<file path="config.mk">
export PLATFORM = sky130hd
export DESIGN_NAME = vpe_sched_reg
export DESIGN_NICKNAME = d
export VERILOG_FILES = /design/src/rtl/vpe_sched_pkg.sv /design/src/rtl/vpe_sched_decode.sv /design/src/rtl/vpe_sched_track.sv /design/src/rtl/vpe_sched_fields.sv /design/src/rtl/vpe_sched_reg.sv
export SDC_FILE = /design/constraint.sdc
export NUM_CORES = 1
export LEC_CHECK = 0
export BUFFER_PORTS_ARGS = -buffer_cell sky130_fd_sc_hd__buf_2
export CORE_ASPECT_RATIO = 0.9
export CORE_MARGIN = 2
export CORE_UTILIZATION = 32
export CTS_CLUSTER_DIAMETER = 80
export DETAILED_ROUTE_END_ITERATION = 6
export PLACE_DENSITY_LB_ADDON = 0.12
export SYNTH_ARGS = -nofsm -noshare
export SYNTH_HDL_FRONTEND = slang
export SYNTH_SLANG_ARGS = --single-unit
</file>
<file path="constraint.sdc">
create_clock -name clk -period 1.9 [get_ports clk]
set_input_delay 0.095 -clock clk [delete_from_list [all_inputs] [get_ports clk]]
set_output_delay 0.095 -clock clk [all_outputs]
set_load 0.05 [all_outputs]
</file>
<file path="src/rtl/vpe_sched_pkg.sv">
package vpe_sched_pkg;

    localparam int REG_W      = 64;
    localparam int ID_FIELD_W = 16;

    localparam int BIT_VALID  = 63;
    localparam int BIT_DB     = 62;
    localparam int BIT_PLAST  = 61;
    localparam int BIT_BUSY   = 60;
    localparam int BIT_G0     = 59;
    localparam int BIT_G1     = 58;

    typedef enum logic [1:0] {
        CMD_NONE,
        CMD_FIELDS,
        CMD_SCHED,
        CMD_DESCHED
    } vpe_cmd_e;

    typedef struct packed {
        logic                  doorbell;
        logic                  grp0_en;
        logic                  grp1_en;
        logic [ID_FIELD_W-1:0] vpe_id;
    } vpe_cfg_t;

    typedef struct packed {
        logic valid;
        logic busy;
        logic pend_last;
    } vpe_stat_t;

    function automatic vpe_cfg_t cfg_from_word(input logic [REG_W-1:0] w);
        vpe_cfg_t c;
        c.doorbell = w[BIT_DB];
        c.grp0_en  = w[BIT_G0];
        c.grp1_en  = w[BIT_G1];
        c.vpe_id   = w[ID_FIELD_W-1:0];
        return c;
    endfunction

    function automatic logic [REG_W-1:0] view_word(input vpe_stat_t s, input vpe_cfg_t c);
        logic [REG_W-1:0] r;
        r                   = '0;
        r[BIT_VALID]        = s.valid;
        r[BIT_DB]           = c.doorbell & ~s.valid;
        r[BIT_PLAST]        = s.pend_last;
        r[BIT_BUSY]         = s.busy;
        r[BIT_G0]           = c.grp0_en;
        r[BIT_G1]           = c.grp1_en;
        r[ID_FIELD_W-1:0]   = c.vpe_id;
        return r;
    endfunction

endpackage

</file>
<file path="src/rtl/vpe_sched_decode.sv">
module vpe_sched_decode
    import vpe_sched_pkg::*;
(
    input  logic     wr_hit,
    input  logic     wr_valid_bit,
    input  logic     valid_q,
    input  logic     busy_q,
    output vpe_cmd_e cmd
);
    always_comb begin
        cmd = CMD_NONE;
        if (wr_hit) begin
            if (wr_valid_bit != valid_q) begin
                if (!busy_q) cmd = wr_valid_bit ? CMD_SCHED : CMD_DESCHED;
            end else if (!valid_q) begin
                cmd = CMD_FIELDS;
            end
        end
    end
endmodule

</file>
<file path="src/rtl/vpe_sched_track.sv">
module vpe_sched_track
    import vpe_sched_pkg::*;
(
    input  logic      clk,
    input  logic      rst,
    input  vpe_cmd_e  cmd,
    input  logic      wr_db_bit,
    input  logic      wr_pl_bit,
    input  logic      irq_pending,
    input  logic      parse_done,
    input  logic      desched_done,
    output vpe_stat_t stat,
    output logic      parse_start,
    output logic      desched_start,
    output logic      doorbell_req
);
    logic done_seen;
    assign done_seen = stat.busy && (stat.valid ? parse_done : desched_done);

    always_ff @(posedge clk) begin
        if (rst) begin
            stat          <= '0;
            parse_start   <= 1'b0;
            desched_start <= 1'b0;
            doorbell_req  <= 1'b0;
        end else begin
            parse_start   <= 1'b0;
            desched_start <= 1'b0;
            doorbell_req  <= 1'b0;
            unique case (cmd)
                CMD_SCHED: begin
                    stat.valid     <= 1'b1;
                    stat.busy      <= 1'b1;
                    stat.pend_last <= 1'b1;
                    parse_start    <= 1'b1;
                end
                CMD_DESCHED: begin
                    stat.valid     <= 1'b0;
                    stat.busy      <= 1'b1;
                    stat.pend_last <= irq_pending;
                    desched_start  <= 1'b1;
                    doorbell_req   <= wr_db_bit & ~wr_pl_bit & ~irq_pending;
                end
                default: begin
                    if (done_seen) stat.busy <= 1'b0;
                end
            endcase
        end
    end
endmodule

</file>
<file path="src/rtl/vpe_sched_fields.sv">
module vpe_sched_fields
    import vpe_sched_pkg::*;
#(
    parameter int ID_W = 16
) (
    input  logic     clk,
    input  logic     rst,
    input  vpe_cmd_e cmd,
    input  vpe_cfg_t wr_cfg,
    output vpe_cfg_t cfg
);
    logic [ID_FIELD_W-1:0] id_trim;

    generate
        if (ID_W < ID_FIELD_W) begin : g_trim
            logic unused_hi;
            assign unused_hi = ^wr_cfg.vpe_id[ID_FIELD_W-1:ID_W];
            assign id_trim   = {{(ID_FIELD_W-ID_W){1'b0}}, wr_cfg.vpe_id[ID_W-1:0]};
        end else begin : g_full
            assign id_trim = wr_cfg.vpe_id;
        end
    endgenerate

    always_ff @(posedge clk) begin
        if (rst) begin
            cfg <= '0;
        end else begin
            case (cmd)
                CMD_FIELDS: begin
                    cfg.doorbell <= wr_cfg.doorbell;
                    cfg.grp0_en  <= wr_cfg.grp0_en;
                    cfg.grp1_en  <= wr_cfg.grp1_en;
                    cfg.vpe_id   <= id_trim;
                end
                CMD_SCHED: begin
                    cfg.grp0_en  <= wr_cfg.grp0_en;
                    cfg.grp1_en  <= wr_cfg.grp1_en;
                    cfg.vpe_id   <= id_trim;
                end
                CMD_DESCHED: cfg.doorbell <= wr_cfg.doorbell;
                default: ;
            endcase
        end
    end
endmodule

</file>
<file path="src/rtl/vpe_sched_reg.sv">
module vpe_sched_reg
    import vpe_sched_pkg::*;
#(
    parameter int              ADDR_W     = 16,
    parameter logic [ADDR_W-1:0] REG_OFFSET = 'h78,
    parameter int              ID_W       = 16
) (
    input  logic              clk,
    input  logic              rst,
    input  logic [ADDR_W-1:0] bus_addr,
    input  logic [63:0]       bus_wdata,
    input  logic              bus_wr,
    output logic [63:0]       bus_rdata,
    input  logic              irq_pending,
    input  logic              parse_done,
    input  logic              desched_done,
    output logic              parse_start,
    output logic              desched_start,
    output logic              doorbell_req
);
    logic      addr_hit;
    logic      wr_hit;
    vpe_cmd_e  cmd;
    vpe_stat_t stat;
    vpe_cfg_t  cfg;
    logic      unused_wbits;

    assign addr_hit     = (bus_addr == REG_OFFSET);
    assign wr_hit       = addr_hit && bus_wr;
    assign unused_wbits = ^bus_wdata[57:ID_FIELD_W];

    vpe_sched_decode u_dec (
        .wr_hit       (wr_hit),
        .wr_valid_bit (bus_wdata[BIT_VALID]),
        .valid_q      (stat.valid),
        .busy_q       (stat.busy),
        .cmd          (cmd)
    );

    vpe_sched_track u_trk (
        .clk           (clk),
        .rst           (rst),
        .cmd           (cmd),
        .wr_db_bit     (bus_wdata[BIT_DB]),
        .wr_pl_bit     (bus_wdata[BIT_PLAST]),
        .irq_pending   (irq_pending),
        .parse_done    (parse_done),
        .desched_done  (desched_done),
        .stat          (stat),
        .parse_start   (parse_start),
        .desched_start (desched_start),
        .doorbell_req  (doorbell_req)
    );

    vpe_sched_fields #(.ID_W(ID_W)) u_fld (
        .clk    (clk),
        .rst    (rst),
        .cmd    (cmd),
        .wr_cfg (cfg_from_word(bus_wdata)),
        .cfg    (cfg)
    );

    assign bus_rdata = addr_hit ? view_word(stat, cfg) : '0;
endmodule

</file>
# --- Word-level counts from Yosys, hierarchy flattened ---
# Cells that the tools add are included.
classes:
  n_eq_ne: 5
  muxes: 13
  reduce_logical: 8
  bitwise: 7
op_table:
  columns: ["op", "n"]
  rows:
  - ["two-way mux 64 bit", 1]
  - ["== test 16 x 7 -> 1 bit, second input constant", 1]
  - ["OR reduction 2 bit", 4]
  - ["two-way mux 1 bit", 7]
  - ["two-way mux 2 bit", 3]
  - ["== test 2 bit, second input constant", 2]
  - ["NOT 1 bit", 4]
  - ["case mux 1 bit (2 select lines)", 2]
  - ["nonzero test 2 bit", 2]
  - ["bitwise AND 1 bit", 3]
  - ["== test 2 x 1 -> 1 bit, second input constant", 1]
  - ["logical AND 1 bit", 2]
  - ["!= test 1 bit", 1]
word_totals:
  ff_bits: 25
  wordCells: 43

# --- Longest topological paths before layout ---
logic_depth:
  ltp_word: 7
  depth_mapped: 9

# --- Hierarchy ---
# From an unflattened synthesis, not the netlist that was laid out.
unflattened:
  cells_unflattened: 160
  area_unflattened_um2: 1507.7
by_module_without_submodules:
  columns: ["mod", "cells_per_inst", "n_inst", "area_per_inst_um2"]
  rows:
  - ["vpe_sched_fields", 65, 1, 716.9]
  - ["vpe_sched_reg", 73, 1, 549.3]
  - ["vpe_sched_track", 18, 1, 211.5]
  - ["vpe_sched_decode", 4, 1, 30.0]

# --- Worst setup path after synthesis ---
# OpenSTA, ideal clock, no wires.
synth_path:
  kind: "reg-to-reg"
  start: "reg, netlist name u_trk.stat[2]"
  end: "reg, netlist name u_fld.cfg[10]"
  setup_ns: 0.128
  t_arrival_ns: 1.652
  setup_slack_ns: 0.120
  stages_incl_launch_ff: 8
  period_less_slack_ns: 1.780
  cell_sequence: "dfxtp_1 -> xor2_1 -> and4b_1 -> ha_1 -> buf_4 -> buf_2 -> mux2i_1 -> nor2_1"
synth_via:
  elab_chain_cells: 5
  elab_cells_between_ends: 7
synth_lines:
  columns: ["element", "line", "text"]
  rows:
  - ["two-way mux 1 bit / != test 1 bit (equally long branches)", "vpe_sched_decode.sv:15, vpe_sched_decode.sv:13", null]
  - ["two-way mux 2 bit (*)", "vpe_sched_decode.sv:13", "if (wr_valid_bit != valid_q) begin"]
  - ["two-way mux 2 bit (*)", "vpe_sched_decode.sv:12", "if (wr_hit) begin"]
  - ["== test 2 bit / == test 2 x 1 -> 1 bit (equally long branches)", "vpe_sched_fields.sv:28", "case (cmd)"]
  - ["OR reduction 2 bit (no line) (*)", null, null]
# Every way passes the cells marked *; elsewhere a longest branch is shown, timed or not.
# A chain may end at the register's enable or synchronous reset.

# --- Worst setup path in the final report ---
layout_path:
  start: "reg, netlist name u_trk.stat[2]"
  end: "reg, netlist name u_fld.cfg[4]"
layout_via:
  elab_chain_cells: 5
  elab_cells_between_ends: 7
layout_lines:
  columns: ["element", "line"]
  rows:
  - ["two-way mux 1 bit / != test 1 bit (equally long branches)", "vpe_sched_decode.sv:15, vpe_sched_decode.sv:13"]
  - ["two-way mux 2 bit (*)", "vpe_sched_decode.sv:13"]
  - ["two-way mux 2 bit (*)", "vpe_sched_decode.sv:12"]
  - ["== test 2 bit / == test 2 x 1 -> 1 bit (equally long branches)", "vpe_sched_fields.sv:28"]
  - ["OR reduction 2 bit (no line) (*)", null]
# Marks and branches as above.

==> impl_metrics.json <==
{
  "outcome": "completed",
  "m1WireLength_um": 1280,
  "netlist_instances": 160,
  "synth.distinct_cells": 26,
  "max_cap_viol_count": 0,
  "worst-path-buf-inv": 1,
  "maxClockFrequency_ghz": 0.594,
  "cts_setup_buffers": 0,
  "fillerInstances": 475,
  "die_area_mm2": 0.00512,
  "worst_ep_arrival_time_ps": 1820,
  "floorplan.die.height_um": 68.1,
  "routed-via-count": 1088,
  "numCtsBuffers": 3,
  "top_layer_used": "met4",
  "buffer_depth_of_the_longest_clock_path": 2,
  "track_usage": 0.110,
  "pin_count": 153,
  "worst_setup_path_start_kind": "flip-flop",
  "hold_ws_ps": 50.4,
  "postCtsHoldBufs": 0,
  "std_cell_rows": 23,
  "drt-pass1-iter-count": 3,
  "cts.reportedPaths.clkPinSlew_ps": 100,
  "area_delta_synth_final_pct": 20.9,
  "clock_tree.root_cell": "sky130_fd_sc_hd__clkbuf_8",
  "worstSetupPathDepth": 6,
  "drt_first_iter_violations": 14,
  "synthesis.area_per_instance_um2": 9.13,
  "r2r_cells": 6,
  "power-per-cell-area_mw_per_mm2": 614,
  "drt_drc_violations_left": 0,
  "via_count_of_the_first_global_routing_pass": 924,
  "worst_hold_path.num_cells": 3,
  "gp_congestion": 0.749,
  "slowest_cell_on_crit_path": "sky130_fd_sc_hd__dfxtp_1",
  "critical_path.max_fanout": 18,
  "final-instance-count-excl-fill": 289,
  "grt_setup_unrepaired": "false",
  "ctsHtreeMaxLevel": 1,
  "dr_wl_met2_um": 1250,
  "synth-seq-area-share": 0.342,
  "wire_per_inst_um": 9.65,
  "viasPerCell": 3.76,
  "grt_start_max_net_pins": 26,
  "dp.cells": 285,
  "synth_edf_count": 0,
  "worst_skew_pair_latency_ps": 270,
  "post-route-min-period_ps": 1680,
  "reg2reg_setup_slack_ps": 220,
  "timing.final.hold_violations": 0,
  "number_of_antenna_repair_diodes": 0,
  "crit_family": "flip-flops",
  "timing.final.crit_share": 0.886,
  "detailed_place_hpwl_um": 2160,
  "overflow": 0,
  "worst_min_delay_path_category": "in -> reg",
  "end_kind": "flip-flop",
  "leakage_uw": 0.000884,
  "core_area_mm2": 0.00443,
  "tns_ps": 0,
  "global_route_wire_length_before_repair_um": 4260,
  "clock-skew-final_ps": 10.5,
  "yosys-top-cells-area": "sky130_fd_sc_hd__dfxtp_1, sky130_fd_sc_hd__buf_4, sky130_fd_sc_hd__mux2i_1",
  "netlist_top_cells_count": "sky130_fd_sc_hd__buf_4, sky130_fd_sc_hd__dfxtp_1, sky130_fd_sc_hd__nor2_1, sky130_fd_sc_hd__and2_1, sky130_fd_sc_hd__mux2i_1",
  "nNetsFinal": 316,
  "most_instantiated_flip_flop_cell_in_the_synthesis_netlist": "sky130_fd_sc_hd__dfxtp_1",
  "worst_ir_drop_on_vdd_mv": 0.363,
  "start_util": 0.330,
  "cts_resized": 0,
  "crit_path_cell_trace": "xor2_1, and4b_1, ha_1, buf_12, mux2i_1, nor2_1",
  "crit_type": "reg -> reg",
  "max_stage_delay_ps": 380,
  "die_width_um": 75.2,
  "number_of_antenna_violations_at_the_first_check_in_global_routing": 0,
  "syn-cell-area_mm2": 0.00146,
  "final_max_slew_viol_count": 0,
  "setup_viol_count_final": 0,
  "tritoncts": "done",
  "synth_largest_type_area_fraction": 0.342,
  "yosysTopAreaCell": "sky130_fd_sc_hd__dfxtp_1",
  "port_buffers": 67,
  "most_common_cell_in_the_synthesized_netlist": "sky130_fd_sc_hd__buf_4",
  "postSynth.asyncResetShare": 0,
  "met3WireLength_um": 254,
  "yosys_register_bits": 25,
  "yosysWarningCount": 0,
  "post_route_cells_drive_above_1_share": 0.361,
  "worst_ep_required_time_ps": 2040,
  "cts.sink_count": 25,
  "route.antenna.remaining_nets": 0,
  "drt_total_wl_um": 2790
}
## power by group
group	internal, uW	leakage [uW]	total, uW	switching (uW)
clock network	148	0.0000217	320	172
registers	523	0.000201	523	0.00181
logic	36.2	0.000661	241	205
total	708	0.000884	1080	377
## through the flow
stage / power (uW) / setup slack, ps / cell area [um2] / util
floorplan: 796 / 120 / 1620 / -
global placement: 775 / 112 / 1720 / 0.388
global route: 1140 / 112 / 1770 / 0.399
finish: 1080 / 217 / 1770 / 0.399
CTS: 1100 / 189 / 1770 / 0.399
detailed placement: 776 / 102 / 1720 / 0.388
## cell type report
type | count | area, um2 | share of cell area
repair buffers | 70 | 370 | 0.210
clock buffers | 3 | 41.3 | 0.0234
well taps | 62 | 77.6 | 0.0439
inverters | 1 | 3.75 | 0.00212
flip-flops and latches | 25 | 500 | 0.283
multi-input cells | 127 | 766 | 0.433
clock inverters | 1 | 7.51 | 0.00425
## worst paths after layout
check                              startpoint            end
worst max register to register  u_trk.stat[2]   u_fld.cfg[4]
worst max-delay path            u_trk.stat[2]   u_fld.cfg[4]
worst min register to register  u_fld.cfg[18]  u_fld.cfg[18]
worst min-delay path             bus_wdata[1]   u_fld.cfg[1]
## state kept, by name, summed over array words and instances, names as in the netlist
name,count
u_trk.desched_start,1
u_trk.doorbell_req,1
u_fld.cfg,19
u_trk.parse_start,1
u_trk.stat,3
## kinds of logic (layout without fill, tap and decap cells)
kind of cell | after synthesis | in the layout | share of synthesized area
buffers and inverters | 49 | 75 | 0.239
AOI/OAI and AO/OA | 3 | 3 | 0.0120
muxes | 20 | 20 | 0.137
xor gates and xnor gates | 1 | 1 | 0.00599
DFF | 25 | 25 | 0.342
adders and majority gates | 2 | 2 | 0.0171
and+or+nand+nor | 59 | 59 | 0.244
other | 1 | 42 | 0.00257
## layout by cell type (no fill, tap or decap), drive strengths merged, types with 2 or more instances in the layout
cell     n
clkbuf   3
and2    21
dfxtp   25
nand2b   2
nor2    24
a21oi    2
buf     70
nor4b    2
and3     2
mux2i   20
ha       2
nor2b    2
conb    42
## per-layer routing
layer | global-route usage | vias up
li1 | - | 565
met1 | 0.143 | 466
met2 | 0.173 | 55
met3 | 0.0442 | 2
met4 | 0.0197 | 0
met5 | 0 | -
## worst register-to-register path: stages, from the launching register on
cell,delay (ps)
sky130_fd_sc_hd__dfxtp_1,380
sky130_fd_sc_hd__xor2_1,180
sky130_fd_sc_hd__and4b_1,230
sky130_fd_sc_hd__ha_1,320
sky130_fd_sc_hd__buf_12,190
sky130_fd_sc_hd__mux2i_1,210
sky130_fd_sc_hd__nor2_1,50
No activity file was read; power rests on OpenSTA's default activity.
